<file path="config.mk">
export PLATFORM = sky130hd
export DESIGN_NAME = busq_reset_ctrl
export DESIGN_NICKNAME = d
export VERILOG_FILES = /design/src/rtl/busq_pkg.sv /design/src/rtl/busq_drain_mon.sv /design/src/rtl/busq_fsm.sv /design/src/rtl/busq_reset_ctrl.sv
export SDC_FILE = /design/constraint.sdc
export NUM_CORES = 1
export LEC_CHECK = 0
export BUFFER_PORTS_ARGS = -buffer_cell sky130_fd_sc_hd__clkbuf_2
export CAP_MARGIN = 20
export CORE_AREA = 2 2 39 41
export CTS_CLUSTER_DIAMETER = 50
export DETAILED_ROUTE_END_ITERATION = 6
export DIE_AREA = 0 0 41 43
export GPL_TIMING_DRIVEN = 1
export PLACE_DENSITY = 0.46
export SETUP_SLACK_MARGIN = 0.1
export SKIP_CTS_REPAIR_TIMING = 1
export SLEW_MARGIN = 40
export SYNTH_ARGS = -nofsm -noshare
export SYNTH_HDL_FRONTEND = slang
export SYNTH_SLANG_ARGS = --single-unit
</file>
<file path="constraint.sdc">
create_clock -name clk -period 2.4 [get_ports clk]
set_input_delay 0.48 -clock clk [delete_from_list [all_inputs] [get_ports clk]]
set_output_delay 0.48 -clock clk [all_outputs]
set_load 0.02 [all_outputs]
</file>
<file path="src/rtl/busq_pkg.sv">
package busq_pkg;
    typedef enum logic [1:0] {
        ST_IDLE  = 2'd0,
        ST_DRAIN = 2'd1,
        ST_READY = 2'd2,
        ST_RESET = 2'd3
    } busq_state_e;

    typedef struct packed {
        busq_state_e st;
    } busq_ctl_t;
endpackage

</file>
<file path="src/rtl/busq_drain_mon.sv">
module busq_drain_mon #(
    parameter int IB_SRC = 2
) (
    input  logic              xfer_active,
    input  logic              xfer_done,
    input  logic [IB_SRC-1:0] inbound_busy,
    output logic              all_quiet
);
    logic ob_quiet;
    logic ib_quiet;

    always_comb begin
        ob_quiet  = !xfer_active || xfer_done;
        ib_quiet  = ~|inbound_busy;
        all_quiet = ob_quiet && ib_quiet;
    end
endmodule

</file>
<file path="src/rtl/busq_fsm.sv">
module busq_fsm
    import busq_pkg::*;
(
    input  logic        clk,
    input  logic        rst_n,
    input  logic        rst_warn,
    input  logic        mode_strap,
    input  logic        bus_reset,
    input  logic        all_quiet,
    output busq_state_e state_q
);
    busq_ctl_t ctl_d, ctl_q;

    always_comb begin
        ctl_d = ctl_q;
        if (bus_reset) begin
            ctl_d.st = ST_RESET;
        end else begin
            unique case (ctl_q.st)
                ST_IDLE:  if (rst_warn) ctl_d.st = mode_strap ? ST_READY : ST_DRAIN;
                ST_DRAIN: if (all_quiet) ctl_d.st = ST_READY;
                ST_READY: ctl_d.st = ST_READY;
                ST_RESET: ctl_d.st = ST_IDLE;
                default:  ctl_d.st = ST_IDLE;
            endcase
        end
    end

    always_ff @(posedge clk or negedge rst_n) begin
        if (!rst_n) ctl_q <= '{st: ST_IDLE};
        else        ctl_q <= ctl_d;
    end

    assign state_q = ctl_q.st;


    bus_reset_entry_chk: assert property (@(posedge clk) disable iff (!rst_n)
        bus_reset |=> state_q == ST_RESET);


    drain_sticky_chk: assert property (@(posedge clk) disable iff (!rst_n)
        (state_q == ST_DRAIN && !bus_reset && !all_quiet) |=> state_q == ST_DRAIN);
endmodule

</file>
<file path="src/rtl/busq_reset_ctrl.sv">
module busq_reset_ctrl
    import busq_pkg::*;
#(
    parameter int IB_SRC = 2
) (
    input  logic              clk,
    input  logic              rst_n,
    input  logic              rst_warn,
    input  logic              mode_strap,
    input  logic              bus_reset,
    input  logic              req_pending,
    input  logic              xfer_active,
    input  logic              xfer_done,
    input  logic [IB_SRC-1:0] inbound_busy,
    input  logic              ib_req_in,
    output logic              bus_req_out,
    output logic              req_inhibit,
    output logic              claim_inhibit,
    output logic              ready_for_reset,
    output logic              queue_clr,
    output logic              cfg_reset_en,
    output logic              ib_req_out
);
    logic        all_quiet;
    busq_state_e state_q;

    busq_drain_mon #(.IB_SRC(IB_SRC)) u_mon (
        .xfer_active (xfer_active),
        .xfer_done   (xfer_done),
        .inbound_busy(inbound_busy),
        .all_quiet   (all_quiet)
    );

    busq_fsm u_fsm (
        .clk       (clk),
        .rst_n     (rst_n),
        .rst_warn  (rst_warn),
        .mode_strap(mode_strap),
        .bus_reset (bus_reset),
        .all_quiet (all_quiet),
        .state_q   (state_q)
    );

    always_comb begin
        req_inhibit     = (state_q != ST_IDLE);
        claim_inhibit   = (state_q != ST_IDLE);
        bus_req_out     = req_pending && !req_inhibit;
        ready_for_reset = (state_q == ST_READY);
        queue_clr       = (state_q == ST_RESET);
        cfg_reset_en    = (state_q == ST_RESET) && mode_strap;
        ib_req_out      = ib_req_in;
    end


    warn_blocks_req_chk: assert property (@(posedge clk) disable iff (!rst_n)
        (rst_warn && !bus_reset) |=> !bus_req_out);


    central_ready_chk: assert property (@(posedge clk) disable iff (!rst_n)
        (!claim_inhibit && rst_warn && mode_strap && !bus_reset) |=> ready_for_reset);


    ready_hold_chk: assert property (@(posedge clk) disable iff (!rst_n)
        (ready_for_reset && !bus_reset) |=> ready_for_reset);


    no_early_ready_chk: assert property (@(posedge clk) disable iff (!rst_n)
        (claim_inhibit && !ready_for_reset && !all_quiet && !bus_reset) |=> !ready_for_reset);


    release_chk: assert property (@(posedge clk) disable iff (!rst_n)
        (queue_clr && !bus_reset) |=> !claim_inhibit);
endmodule

</file>
==> flow_metrics.env <==
export IMPL_status="completed"
export IMPL_vias=222
export IMPL_fp_dieH_um=43
export IMPL_rsz0062_at_grt="no"
export IMPL_drc=0
export IMPL_place_inst=55
export IMPL_final_layout_size_suffix_gt1_share_pct=50.0
export IMPL_fin_crit_ns=1.72
export IMPL_viasPerCell=3.83
export IMPL_grt_total_usage_pct=6.52
export IMPL_nets=60
export IMPL_tightest_slew_ns=0.269
export IMPL_worstPathCellList="inv_1 > ha_1 > and2_1 > clkbuf_2"
export IMPL_instances_no_fill=58
export IMPL_holdWs_ns=0.0417
export IMPL_maxCapViolations=0
export IMPL_ys_types=15
export IMPL_numCtsBuffers=3
export IMPL_worstSkewPairLatency_ns=0.22
export IMPL_r2r_start="u_fsm.state_q[0]"
export IMPL_setup_viol=0
export IMPL_dieArea_um2=1760
export IMPL_cts_root_buf="clkbuf_4"
export IMPL_final_common_cell="clkbuf_2"
export IMPL_arrival_ns=1.24
export IMPL_drtIter0Drc=5
export IMPL_antenna_found_initial=0
export IMPL_fp_row_count=14
export IMPL_final_hold_viol_count=0
export IMPL_worst_path_buf_inv=2
export IMPL_cp_required_ns=1.92
export IMPL_final_setup_worst_slack_ns=0.678
export IMPL_clkTransAtPathRegs_ns=0.03
export IMPL_ys_warn_count=0
export IMPL_start_kind="flop"
export IMPL_cts_tree="built"
export IMPL_htreeDepth=1
export IMPL_clockBufferDepth=2
export IMPL_critPathMaxStageDelay_ns=0.39
export IMPL_hold_class="in2async"
export IMPL_timing_final_crit_share_pct=71.7
export IMPL_grt_pass1_wl_um=676
export IMPL_synth_seq_cells=2
export IMPL_synth_area_per_cell_um2=9.67
export IMPL_layout_common_cells="15 x clkbuf_2, 5 x ha_1, 4 x inv_1"
export IMPL_finalWirelength_um=475
export IMPL_syn_to_final_growth_pct=40.8
export IMPL_worstSetupEndpointType="primary output"
export IMPL_dpl_worst_slack_ns=0.884
export IMPL_tns_ns=0
export IMPL_drt_pass1_iterations=4
export IMPL_grt_overflow=0
export IMPL_crit_family="flip-flops"
export IMPL_start_util_pct=18.2
export IMPL_cp_max_fo=5
export IMPL_cts_sinks=2
export IMPL_leakage_uw=0.000189
export IMPL_fp_coreArea_um2=1380
export IMPL_post_drt_wl_per_cell_um=8.19
export IMPL_grt_pass1_vias=180
export IMPL_syn_area_um2=251
export IMPL_globalplace_congestion=0.718
export IMPL_startpoint="u_fsm.state_q[0]"
export IMPL_drtAntennaViolNets=0
export IMPL_fin_worst_skew_ns=0.00196
export IMPL_p_per_area_nw_per_um2=818
export IMPL_finalMaxSlewViolations=0
export IMPL_syn_inst=26
export IMPL_diodes=0
export IMPL_synthesis_nets=42
export IMPL_irDropWorstVdd_mv=0.251
export IMPL_crit_type="reg2out"
export IMPL_synth_seq_area_share_pct=19.9
export IMPL_largest_reg_flops=2
export IMPL_io_pins=18
export IMPL_io_buffers=15
export IMPL_cpMaxStageDelayCell="dfrtp_1"
export IMPL_die_w_um=41
export IMPL_grt_max_degree=6
export IMPL_clock_fmax_mhz=581
export IMPL_relSlewSlack_pct=82.0
[final timing paths]
path / endpoint / slack [ns] / cells after the start
worst max-delay path: bus_req_out / 0.68 / 4
worst min-delay path: u_fsm.state_q[1] / 0.04 / 1
worst max register to register: u_fsm.state_q[1] / 0.94 / 5
worst min register to register: u_fsm.state_q[0] / 0.60 / 1
max in group asynchronous: u_fsm.state_q[0] / 2.26 / 1
min in group clk: u_fsm.state_q[0] / 0.55 / 2
[cells in the mapped netlist]
library cell	n	share of area, %
o22a_1	1	3.5
a21oi_1	1	2.0
nor2b_4	1	5.5
dfrtp_1	2	20
a31oi_1	1	2.5
o21ai_1	1	2.0
nor2_1	1	1.5
inv_1	4	6.0
or2_2	1	2.5
ha_1	5	25
o311ai_4	1	10
and2_1	2	5.0
a32oi_1	1	3.5
buf_4	2	6.0
nand2b_1	2	5.0
[cell families (layout without fill, tap and decap cells)]
| kind of cell | Yosys count | in the layout | synth area share [%] |
|---|---|---|---|
| fa+ha+maj | 5 | 5 | 24.9 |
| compound gates | 6 | 6 | 23.9 |
| buf+inv | 6 | 22 | 11.9 |
| flops | 2 | 2 | 19.9 |
| simple gates | 7 | 7 | 19.4 |
[layout make-up]
cell class                      instances  area [µm²]
Clock buffer                            3        22.5
Multi-Input combinational cell         18         171
Inverter                                4        15.0
Timing Repair Buffer                   15        75.1
Tap cell                               16        20.0
Fill cell                             153        1030
Sequential cell                         2        50.0
[metal layers]
layer / routed length (µm) / vias to the layer above / share of wire [%] / GRT usage [%]
li1: - / 119 / - / -
met1: 221 / 86 / 47 / 7.69
met2: 185 / 15 / 39 / 7.19
met3: 58 / 2 / 12 / 3.14
met4: 10 / 0 / 2.1 / 8.00
met5: 0 / - / 0 / 0
[power breakdown]
part,total (µW),switching [µW],internal [µW]
clock network,70.3,15.5,54.8
registers,56.3,11.1,45.3
logic,163,95.5,67.3
[metrics by stage]
stage               power, µW  cell area (µm²)  utilization (%)
finish                    289              354             25.6
global route              326              354             25.6
CTS                       297              354             25.6
detailed placement        223              332             24.0
global placement          221              332             24.0
floorplan                 184              251                -
No activity file was read; power rests on OpenSTA's default activity.
